<file path="config.mk">
export PLATFORM = sky130hd
export DESIGN_NAME = i2c_slave_event_ctrl
export DESIGN_NICKNAME = d
export VERILOG_FILES = /design/src/rtl/i2c_sev_pkg.sv /design/src/rtl/i2c_sev_addr_cmp.sv /design/src/rtl/i2c_sev_stall_timer.sv /design/src/rtl/i2c_slave_event_ctrl.sv
export SDC_FILE = /design/constraint.sdc
export NUM_CORES = 1
export LEC_CHECK = 0
export ABC_AREA = 1
export BUFFER_PORTS_ARGS = -buffer_cell sky130_fd_sc_hd__buf_4
export CAP_MARGIN = 20
export CORE_AREA = 2 2 45 47
export DETAILED_ROUTE_END_ITERATION = 10
export DIE_AREA = 0 0 47 49
export HOLD_SLACK_MARGIN = 0.15
export PLACE_DENSITY = 0.67
export SLEW_MARGIN = 20
export SYNTH_ARGS = -nofsm -noshare
export SYNTH_HDL_FRONTEND = slang
export SYNTH_SLANG_ARGS = --single-unit
</file>
<file path="constraint.sdc">
create_clock -name clk -period 1.59 [get_ports clk]
set_input_delay 0.3975 -clock clk [delete_from_list [all_inputs] [get_ports clk]]
set_output_delay 0.3975 -clock clk [all_outputs]
set_load 0.01 [all_outputs]
</file>
<file path="src/rtl/i2c_sev_pkg.sv">
package i2c_sev_pkg;

    localparam logic [1:0] MODE_I2C = 2'b10;

    typedef struct packed {
        logic pin;
        logic irq;
        logic addressed;
        logic gcall;
        logic pend_hit;
        logic pend_gc;
    } sev_state_t;

    localparam sev_state_t SEV_RESET = '{
        pin:       1'b1,
        irq:       1'b0,
        addressed: 1'b0,
        gcall:     1'b0,
        pend_hit:  1'b0,
        pend_gc:   1'b0
    };

endpackage

</file>
<file path="src/rtl/i2c_sev_addr_cmp.sv">
module i2c_sev_addr_cmp #(
    parameter int ADDR_W = 7
) (
    input  logic [ADDR_W-1:0] own_addr,
    input  logic [ADDR_W:0]   addr_byte,
    output logic              hit,
    output logic              gc
);
    // Address field sits above the direction bit.
    always_comb begin
        hit = (addr_byte[ADDR_W:1] == own_addr);
        gc  = (addr_byte == '0);
    end
endmodule

</file>
<file path="src/rtl/i2c_sev_stall_timer.sv">
module i2c_sev_stall_timer #(
    parameter int TLOW = 8
) (
    input  logic clk,
    input  logic rst_n,
    input  logic load_i,
    input  logic kill_i,
    output logic busy_o
);
    localparam int CNT_W = $clog2(TLOW + 1);
    localparam logic [CNT_W-1:0] CNT_LOAD = CNT_W'(TLOW);

    logic [CNT_W-1:0] cnt_d, cnt_q;

    always_comb begin
        cnt_d = cnt_q;
        if (kill_i) begin
            cnt_d = '0;
        end else if (load_i) begin
            cnt_d = CNT_LOAD;
        end else if (cnt_q != '0) begin
            cnt_d = cnt_q - 1'b1;
        end
    end

    always_ff @(posedge clk or negedge rst_n) begin
        if (!rst_n) cnt_q <= '0;
        else        cnt_q <= cnt_d;
    end

    assign busy_o = (cnt_q != '0);
endmodule

</file>
<file path="src/rtl/i2c_slave_event_ctrl.sv">
module i2c_slave_event_ctrl
    import i2c_sev_pkg::*;
#(
    parameter int ADDR_W = 7,
    parameter int TLOW   = 8
) (
    input  logic              clk,
    input  logic              rst_n,
    input  logic [1:0]        mode,
    input  logic [ADDR_W-1:0] own_addr,
    input  logic [ADDR_W:0]   addr_byte,
    input  logic              ev_addr_rx,
    input  logic              ev_ack_end,
    input  logic              ev_byte_done,
    input  logic              ev_stop,
    input  logic              ev_arb_lost,
    input  logic              cpu_dat_wr,
    input  logic              cpu_dat_rd,
    input  logic              cpu_ctl_wr,
    input  logic              cpu_pin_wdata,
    output logic              irq,
    output logic              pin,
    output logic              scl_hold,
    output logic              addressed,
    output logic              gcall
);
    sev_state_t st_d, st_q;
    logic       active;
    logic       hit, gc;
    logic       raise;
    logic       sw_set;
    logic       tmr_busy;

    i2c_sev_addr_cmp #(.ADDR_W(ADDR_W)) u_cmp (
        .own_addr (own_addr),
        .addr_byte(addr_byte),
        .hit      (hit),
        .gc       (gc)
    );

    always_comb begin
        active = (mode == MODE_I2C);
        sw_set = cpu_dat_wr | cpu_dat_rd | (cpu_ctl_wr & cpu_pin_wdata);
        raise  = 1'b0;
        st_d     = st_q;
        st_d.irq = 1'b0;

        if (!active) begin
            st_d.addressed = 1'b0;
            st_d.gcall     = 1'b0;
            st_d.pend_hit  = 1'b0;
            st_d.pend_gc   = 1'b0;
        end else begin
            if (ev_addr_rx) begin
                st_d.addressed = 1'b0;
                st_d.gcall     = 1'b0;
                st_d.pend_hit  = hit | gc;
                st_d.pend_gc   = gc;
            end else if (ev_ack_end) begin
                if (st_q.pend_hit) begin
                    raise          = 1'b1;
                    st_d.addressed = 1'b1;
                    st_d.gcall     = st_q.pend_gc;
                end
                st_d.pend_hit = 1'b0;
                st_d.pend_gc  = 1'b0;
            end else if (ev_byte_done && st_q.addressed) begin
                raise = 1'b1;
            end

            if (ev_stop) begin
                st_d.addressed = 1'b0;
                st_d.gcall     = 1'b0;
                st_d.pend_hit  = 1'b0;
                st_d.pend_gc   = 1'b0;
            end
            st_d.irq = raise | ev_arb_lost;
        end

        // Software may only set the flag; a hardware clear takes precedence.
        if (sw_set) st_d.pin = 1'b1;
        if (raise)  st_d.pin = 1'b0;
    end

    always_ff @(posedge clk or negedge rst_n) begin
        if (!rst_n) st_q <= SEV_RESET;
        else        st_q <= st_d;
    end

    i2c_sev_stall_timer #(.TLOW(TLOW)) u_tmr (
        .clk   (clk),
        .rst_n (rst_n),
        .load_i(st_d.pin & ~st_q.pin),
        .kill_i(~st_d.pin),
        .busy_o(tmr_busy)
    );

    assign irq       = st_q.irq;
    assign pin       = st_q.pin;
    assign addressed = st_q.addressed;
    assign gcall     = st_q.gcall;
    assign scl_hold  = active & (~st_q.pin | tmr_busy);
endmodule

</file>
; ---- Yosys cells after proc, flatten, opt, wreduce, memory -nomap -nowiden
; Cells that the tools add are included.
[totals]
regBits = 10
input_bits = 28
wordCells = 43
[classes]
mux = 17
reduce_logical = 4
n_addsub = 1
bitwise = 9
n_eq_ne = 5
[op_table]
columns = op, count
row1 = $mux W4, 7
row2 = $mux W1, 9
row3 = $logic_not A8 Y1, 1
row4 = $ne A4 B4 Y1 const B, 2
row5 = $eq A7 B7 Y1, 1
row6 = $or A1 B1 Y1, 5
row7 = $reduce_bool A4 Y1, 1
row8 = $sub A4 B1 Y4 const B, 1
row9 = $and A1 B1 Y1, 3
row10 = $ne A3 B1 Y1 const B, 1
row11 = $eq A2 B2 Y1 const B, 1
row12 = $mux W2, 1
row13 = $reduce_and A2 Y1, 1
row14 = $logic_and A1 B1 Y1, 1
row15 = $not A1 Y1, 1

; ---- Logic depth before layout (Yosys ltp)
; Gate-level depths: netlist of run 1.
[logic_depth]
ltp_word = 10
depth_mapped = 8
depth_no_buf = 8

; ---- Cells and area by module
; Synthesis of run 1 repeated with hierarchy kept, for this count alone.
[unflattened]
cells_unflattened = 111
area_unflattened_um2 = 773.2
[by_module_without_submodules]
columns = mod, n_inst, seq_area_each_um2, area_each_um2, cells_per_inst
row1 = i2c_slave_event_ctrl, 1, 151.4, 374.1, 41
row2 = i2c_sev_stall_timer, 1, 100.1, 239.0, 30
row3 = i2c_sev_addr_cmp, 1, 0.0, 160.2, 40

; ---- Worst setup path after synthesis of run 1
; No wires, ideal clock.
[synth_path]
kind = reg2out
from = reg u_tmr.cnt_q[0]
to = out scl_hold
path_stages_with_launch = 6
slack_ps = 216
t_arrival_ps = 976
required_ps = 1192
cell_sequence = dfrtp_1 > inv_1 > ha_1 > nand4_2 > inv_1 > nor2_1
[synth_between]
elab_chain_cells = 3
[synth_rtl]
columns = element, line_no
row1 = from (decl), i2c_sev_stall_timer.sv:13  ; logic [CNT_W-1:0] cnt_d, cnt_q;
row2 = from (signal assigned), i2c_sev_stall_timer.sv:28  ; else cnt_q <= cnt_d;
row3 = $reduce_bool A4 Y1, i2c_sev_stall_timer.sv:31  ; assign busy_o = (cnt_q != '0);
row4 = $or A1 B1 Y1, i2c_slave_event_ctrl.sv:102  ; assign scl_hold = active & (~st_q.pin | tmr_busy);
row5 = $and A1 B1 Y1, i2c_slave_event_ctrl.sv:102
row6 = to (decl), i2c_slave_event_ctrl.sv:23  ; output logic scl_hold,
; No other way between the ends.

; ---- Final worst setup path of run 1
; Ends and elaborated chain as after synthesis.

==> run metrics, run 1 <==
status=finished, violations left; failing checks=setup timing; clock skew=0.00101 ns; Critical Path Start=u_tmr.cnt_q[0]; Skew-Pair Late Insertion Delay=about 0.26 ns; die footprint=2300 sq um; Post-Syn Area per Cell=7.31 sq um; worst-path fanout max=2; crit path DAT=between 1 and 1.5 ns; GRT Overall Usage=0.158; FF-to-FF setup slack=about 0.37 ns; core area=~1800 sq um; post-route minimum period=1.60 ns; CP dominant cell by count=inv_2; pwr dens=1090 nW/um^2; routed wl met3=approximately 81 microns; TritonCTS clock tree=built; Worst Slack Setup Final=-0.00756 ns; Synthesis Warnings=0; Slew HR=0.852; wire per inst=around 9.6 microns; GRT Residual Overflow=0; H-tree depth=1; Setup CP Type=reg -> out; DR DRC count=0; #FFs+latches synth=10; max_cap viols=0; Largest stage delay, worst path=approximately 0.39 ns; Clock Power Share=0.192; root buffer cell=clkbuf_4; layout cells sized above 1=0.457; VDD IR max=0.000488 V; fmax=roughly 630 MHz; Initial Util=0.369; period utilization=1.00; Num CTS Buffers=3; Net count, final=about 170; clk slew on worst S/H paths=about 0.07 ns; DP Wirelength=1260 microns; Antenna diodes=0; vias in the first global route=between 700 and 800; post-synthesis instance total=just over 90; routed wl met2=between 900 and 1000 microns; DIE WIDTH=approximately 47 microns; Reg-to-Reg End=u_tmr.cnt_q[2]; metal1 wirelength=between 500 and 600 microns; fin. max-slew vios=0; CP Cell Sequence=inv_2 -> ha_4 -> nand4_4 -> inv_2 -> nor2_2 -> buf_6; Clock Sinks=10; leak pwr=0.584 nW; Synth area leaders=dfrtp_1 33%, nand2_1 12%, xnor2_1 10%; reg2reg start=u_tmr.cnt_q[0]; Rows=16; first-pass GRT wire length=around 2600 microns; commonest non-fill, non-tap cell in the layout=buf_4; Final Setup Violations=1; Required @ worst endpoint=1.19 ns; CTS Buffer Depth=2; final hold vios=0; Cells on Worst Hold Path=3; Pint=0.776 mW; post-synth cell types=19; most frequent cells in the layout=39 x buf_4, 22 x nand2_1, 13 x nor2_1; sw power=roughly 0.41 mW; WL final=between 1500 and 2000 microns; CP endpoint=scl_hold; switching part of the total power=0.345; via count=between 700 and 800; Power Total=about 1.2 mW; largest net degree at the start of global routing=11; Area Overhead vs Synth=60.0%; WHS=around 0.38 ns; combinational power share=0.511; chip height=roughly 50 microns; Antenna Nets Post-Route=0; routability congestion estimate from global placement=roughly 0.83; io pins=33; port bufs=32; Synth Net Count=between 100 and 150; fillers=between 150 and 200; drt pass-1 iters=3; DR iter-0 viols=7; worst hold path type=in -> reg; crit path max-delay cell type=dfrtp_1; top cell type's share of synthesized area=0.331; worst slew pin tran=around 0.22 ns; vias per cell=4.37; FF-to-FF path depth=7; Startpoint Class=flip-flop; post-synth top area cell=dfrtp_1; Post-Syn Area=approximately 680 sq um; CP Capture Type=output port; Top Layer Used=met4; RSZ-0062 raised after global routing=yes; Seq pwr share=0.297; Seq/Total Area, Yosys=0.370; initial antenna violation count=0
state kept, by name, indices dropped and copies added, names as in the netlist:
register / count
u_tmr.cnt_q: 4
st_q: 2
addressed: 1
gcall: 1
irq: 1
pin: 1
synth_stat cells:
library cell   n
nand4_2        1
inv_1         13
o21ai_0        1
nor2_2         1
nand4_1        1
nand2_1       22
nand3_1        5
xnor2_1        8
inv_2          2
dfstp_2        1
a21oi_1        2
nand3_4        1
ha_1           1
nor3_1         2
nand2_2        7
nor2_1        14
dfrtp_1        9
nor2_4         1
nor4_1         1
worst min-delay path by stage:
stage / start / end / slack, ns
detailed placement: rst_n / u_tmr.cnt_q[3] / 0.24
global route: ev_arb_lost / irq / 0.39
floorplan: rst_n / addressed / 0.10
global placement: rst_n / u_tmr.cnt_q[2] / 0.23
CTS: ev_arb_lost / irq / 0.37
finish: ev_arb_lost / irq / 0.38
timing repair:
item | 4_1_cts | 5_1_grt
hold buffers | 1 | 0
endpoints found under the hold margin | 9 | 0
endpoints found under the setup margin | 1 | 1
pin swaps | 2 | 2
gates resized for setup | 6 | 2
buffers inserted | 6 | 2
logic make-up (layout without fill, tap and decap cells):
group / count (synthesis) / in the layout / synth area share
AO/OA/AOI/OAI: 3 / 3 / 0.0221
AND/OR/NAND/NOR: 56 / 56 / 0.403
flip-flops: 10 / 10 / 0.370
XOR/XNOR: 8 / 8 / 0.103
buffers and inverters: 15 / 60 / 0.0829
adder cells (fa/ha/maj): 1 / 1 / 0.0184
layer usage:
| layer | vias up | track usage |
|---|---|---|
| met5 | - | 0 |
| met4 | 0 | 0.0694 |
| met3 | 2 | 0.0333 |
| met2 | 21 | 0.297 |
| met1 | 323 | 0.152 |
| li1 | 375 | - |
power groups by stage:
stage               Clock (mW)  Sequential (mW)  Combinational (mW)
finish                   0.228            0.352               0.606
global route             0.250            0.358               0.676
CTS                      0.239            0.350               0.567
detailed placement           0            0.362               0.412
global placement             0            0.361               0.399
floorplan                    0            0.352               0.293
through the flow:
stage	util	setup TNS [ns]	instance area, sq um	worst slack, ns	cells
floorplan	-	0	679	0.216	93
global placement	0.518	0	953	0.134	152
detailed placement	0.518	0	953	0.0818	152
CTS	0.579	-0.00187	1070	-0.00187	163
global route	0.590	-0.0599	1090	-0.0599	165
finish	0.590	-0.00756	1090	-0.00756	165
layout make-up:
cell class	instances	area, sq um	area share
Clock buffer	4	36.3	0.0334
Inverter	15	56.3	0.0518
Multi-Input combinational cell	68	395	0.364
Sequential cell	10	251	0.231
Tap cell	27	33.8	0.0311
Timing Repair Buffer	41	314	0.289
worst max-delay path, delay by kind of cell (launching register included):
family                     cells  cell delay (ns)
and+or+nand+nor                2             0.12
adders and majority gates      1             0.15
DFF                            1             0.39
buffers and inverters          3             0.28
(Power assumes the default switching activity.)
==> run 2: changes to the inputs <==
--- a/config.mk
+++ b/config.mk
@@ -8,12 +8,13 @@
 export ABC_AREA = 1
 export BUFFER_PORTS_ARGS = -buffer_cell sky130_fd_sc_hd__buf_4
 export CAP_MARGIN = 20
-export CORE_AREA = 2 2 45 47
+export CORE_AREA = 2 2 47 49
 export DETAILED_ROUTE_END_ITERATION = 10
-export DIE_AREA = 0 0 47 49
+export DIE_AREA = 0 0 49 51
 export HOLD_SLACK_MARGIN = 0.15
-export PLACE_DENSITY = 0.67
+export PLACE_DENSITY = 0.68
 export SLEW_MARGIN = 20
 export SYNTH_ARGS = -nofsm -noshare
 export SYNTH_HDL_FRONTEND = slang
+export SYNTH_HIERARCHICAL = 1
 export SYNTH_SLANG_ARGS = --single-unit
==> run 2 against run 1 <==
- the run still ends with setup timing left
- critical path depth unchanged
- critical path type unchanged
- design area increased by 5.1%
- first-iteration DRC count increased by 57%
- worst hold slack improved by 0.033 ns
- maximum frequency decreased by 0.34%
- die area increased by 8.5%
- clock skew increased by 0.00053 ns
- setup slack got worse by 0.0055 ns
- synthesized cell count increased by 19%
- largest cell class unchanged
==> run metrics, run 2 <==
status=finished, violations left; failing checks=setup timing; via count=794 (+10%); io pins=33 (unchanged); post-synthesis instance total=111 (+19%); Initial Util=0.375 (+0.00589); DR DRC count=0 (unchanged); post-route design area=1140 sq um (+5.1%); DIE WIDTH=49 microns (+4.3%); TritonCTS clock tree=built; post-synth top area cell=dfrtp_1; final hold vios=0 (unchanged); H-tree depth=1 (unchanged); Required @ worst endpoint=1.19 ns (about the same); die footprint=2500 sq um (+8.5%); wire per inst=9.34 microns (-2.3%); CP Capture Type=output port; fmax=624 MHz (-0.34%); layout cells sized above 1=0.405 (-0.0513); post-route minimum period=1.60 ns (+0.00548 ns); clk slew on worst S/H paths=0.07 ns (about the same); Largest stage delay, worst path=0.38 ns (about the same); DP Wirelength=1370 microns (+8.8%); Area Overhead vs Synth=47.7%; worst hold path type=in -> reg; Net count, final=183 (+8.9%); most frequent cell after synthesis=nand2_1; Post-Syn Area=773 sq um (+14%); Slew HR=0.830 (-0.0223); CTS Buffer Depth=2 (unchanged); core area=2060 sq um (+12%); most frequent cells in the layout=37 x buf_4, 32 x nand2_1, 20 x inv_1; fin. max-slew vios=0 (unchanged); Final Setup Violations=1 (unchanged); routability congestion estimate from global placement=0.825 (-1.2%); Antenna Nets Post-Route=0 (unchanged); Clock Sinks=10 (unchanged); Commonest cells post-synth=32 x nand2_1, 21 x inv_1, 10 x nand3_1, 10 x nor2_1, 9 x dfrtp_1; Skew-Pair Late Insertion Delay=0.26 ns (about the same); Worst Slack Setup Final=-0.0130 ns (-0.00548 ns); largest net degree at the start of global routing=11 (unchanged); RSZ-0062 raised after global routing=yes; Setup CP Type=reg -> out; DR iter-0 viols=11 (+4); leak pwr=0.673 nW (+15%); top cell type's share of synthesized area=0.291 (-0.0402); top_reg_cell synth=dfrtp_1; max FFs per register=4 (unchanged); Post-Syn Area per Cell=6.97 sq um (-4.6%); root buffer cell=clkbuf_4; #FFs+latches synth=10 (unchanged); post-synth cell types=21 (+2); VDD IR max=0.000546 V (+12%); final setup TNS=-0.0130 ns (-0.00548 ns); chip height=51 microns (+4.1%); Rows=17 (+1); vias per cell=4.39 (+0.39%); WL final=1690 microns (+7.2%); Post-synth EDFFs=0 (unchanged); max_cap viols=0 (unchanged); GRT Residual Overflow=0 (unchanged); period utilization=1.01 (+0.00345); Synth Net Count=140 (+15%); Antenna diodes=0 (unchanged); placed inst area=1060 sq um (+12%); drt pass-1 iters=4 (+1); Async SR Flop Fraction=1.00 (unchanged); largest register by flop count=u_tmr/cnt_q; Synth area leaders=dfrtp_1 29%, nand2_1 16%, inv_1 10%; commonest non-fill, non-tap cell in the layout=buf_4; CP Cell Sequence=inv_1 -> ha_2 -> nand2_2 -> nor2_2 -> nor2_1 -> buf_4; initial antenna violation count=0 (unchanged); Seq/Total Area, Yosys=0.325 (-0.0449); Power Total=1.10 mW (-7.6%); GRT Overall Usage=0.153 (-0.00465); pwr dens=959 nW/um^2 (-12%); biggest regs=u_tmr/cnt_q (4), st_q (2); clock skew=0.00154 ns (+0.000528 ns); Num CTS Buffers=3 (unchanged); vias in the first global route=765 (+8.1%); first-pass GRT wire length=3000 microns (+14%); worst slew pin tran=0.254 ns (+0.0335 ns); Startpoint Class=flip-flop; crit path DAT=1.21 ns (about the same); crit path max-delay cell type=dfrtp_1; port bufs=32 (unchanged); Synthesis Warnings=6 (+6); worst-path fanout max=2 (unchanged)
-- run 2: routing by layer --
| layer | routed length (microns) | vias to the layer above | part of all wire | global-route usage |
|---|---|---|---|---|
| met3 | 90 | 0 | 0.053 | 0.0117 |
| li1 | - | 425 | - | - |
| met1 | 753 | 337 | 0.45 | 0.193 |
| met4 | 0 | 0 | 0 | 0.0857 |
| met2 | 848 | 32 | 0.50 | 0.260 |
| met5 | 0 | - | 0 | 0 |
-- run 2: final timing paths --
check                           cells after the start  slack [ns]            from             end
worst min register to register                      2        0.54         st_q[0]         st_q[0]
worst min-delay path                                4        0.41         ev_stop       addressed
worst max register to register                     11        0.29         st_q[1]  u_tmr/cnt_q[3]
max in group asynchronous                           2        0.88           rst_n             pin
min in group asynchronous                           2        0.49           rst_n           gcall
worst max-delay path                                6       -0.01  u_tmr/cnt_q[1]        scl_hold
-- run 2: kinds of logic after synthesis --
logic type,synth area share
buf+inv,0.121
simple gates,0.485
fa+ha+maj,0.0162
compound gates,0.0291
xor+xnor,0.0227
flops,0.325
-- run 2: power breakdown --
| group | leakage [nW] | total [mW] | internal (mW) | switching [mW] |
|---|---|---|---|---|
| registers | 0.128 | 0.358 | 0.310 | 0.0476 |
| clock network | 0.0210 | 0.225 | 0.139 | 0.0860 |
| logic | 0.524 | 0.513 | 0.259 | 0.254 |
| total | 0.673 | 1.10 | 0.708 | 0.388 |
-- run 2: critical path, delay by kind of cell (launching register included) --
kind	cells	cell delay, ns
flops	1	0.38
buf+inv	2	0.20
simple gates	3	0.19
fa+ha+maj	1	0.18
-- run 2: timing repair --
| action | in CTS | in global routing |
|---|---|---|
| hold buffers | 1 | 0 |
| endpoints found under the setup margin | 1 | 1 |
| pin swaps | 2 | 0 |
| resized for setup | 2 | 2 |
| endpoints found under the hold margin | 9 | 0 |
| buffers inserted | 2 | 1 |
-- run 2: final cells by class --
class                           instances  area, sq um
Sequential cell                        10          251
Timing Repair Buffer                   38          288
Clock buffer                            4         36.3
Fill cell                             200          921
Tap cell                               28         35.0
Inverter                               25         93.8
Multi-Input combinational cell         76          438
-- run 2: metrics by stage --
stage | worst slack, ns | hold slack [ns] | utilization | instances
after global routing | -0.103 | 0.405 | 0.554 | 181
after floorplan | 0.259 | 0.102 | - | 111
after CTS | -0.0410 | 0.388 | 0.546 | 180
final | -0.0130 | 0.408 | 0.554 | 181
after global placement | 0.138 | 0.232 | 0.515 | 173
after detailed placement | 0.101 | 0.234 | 0.515 | 173
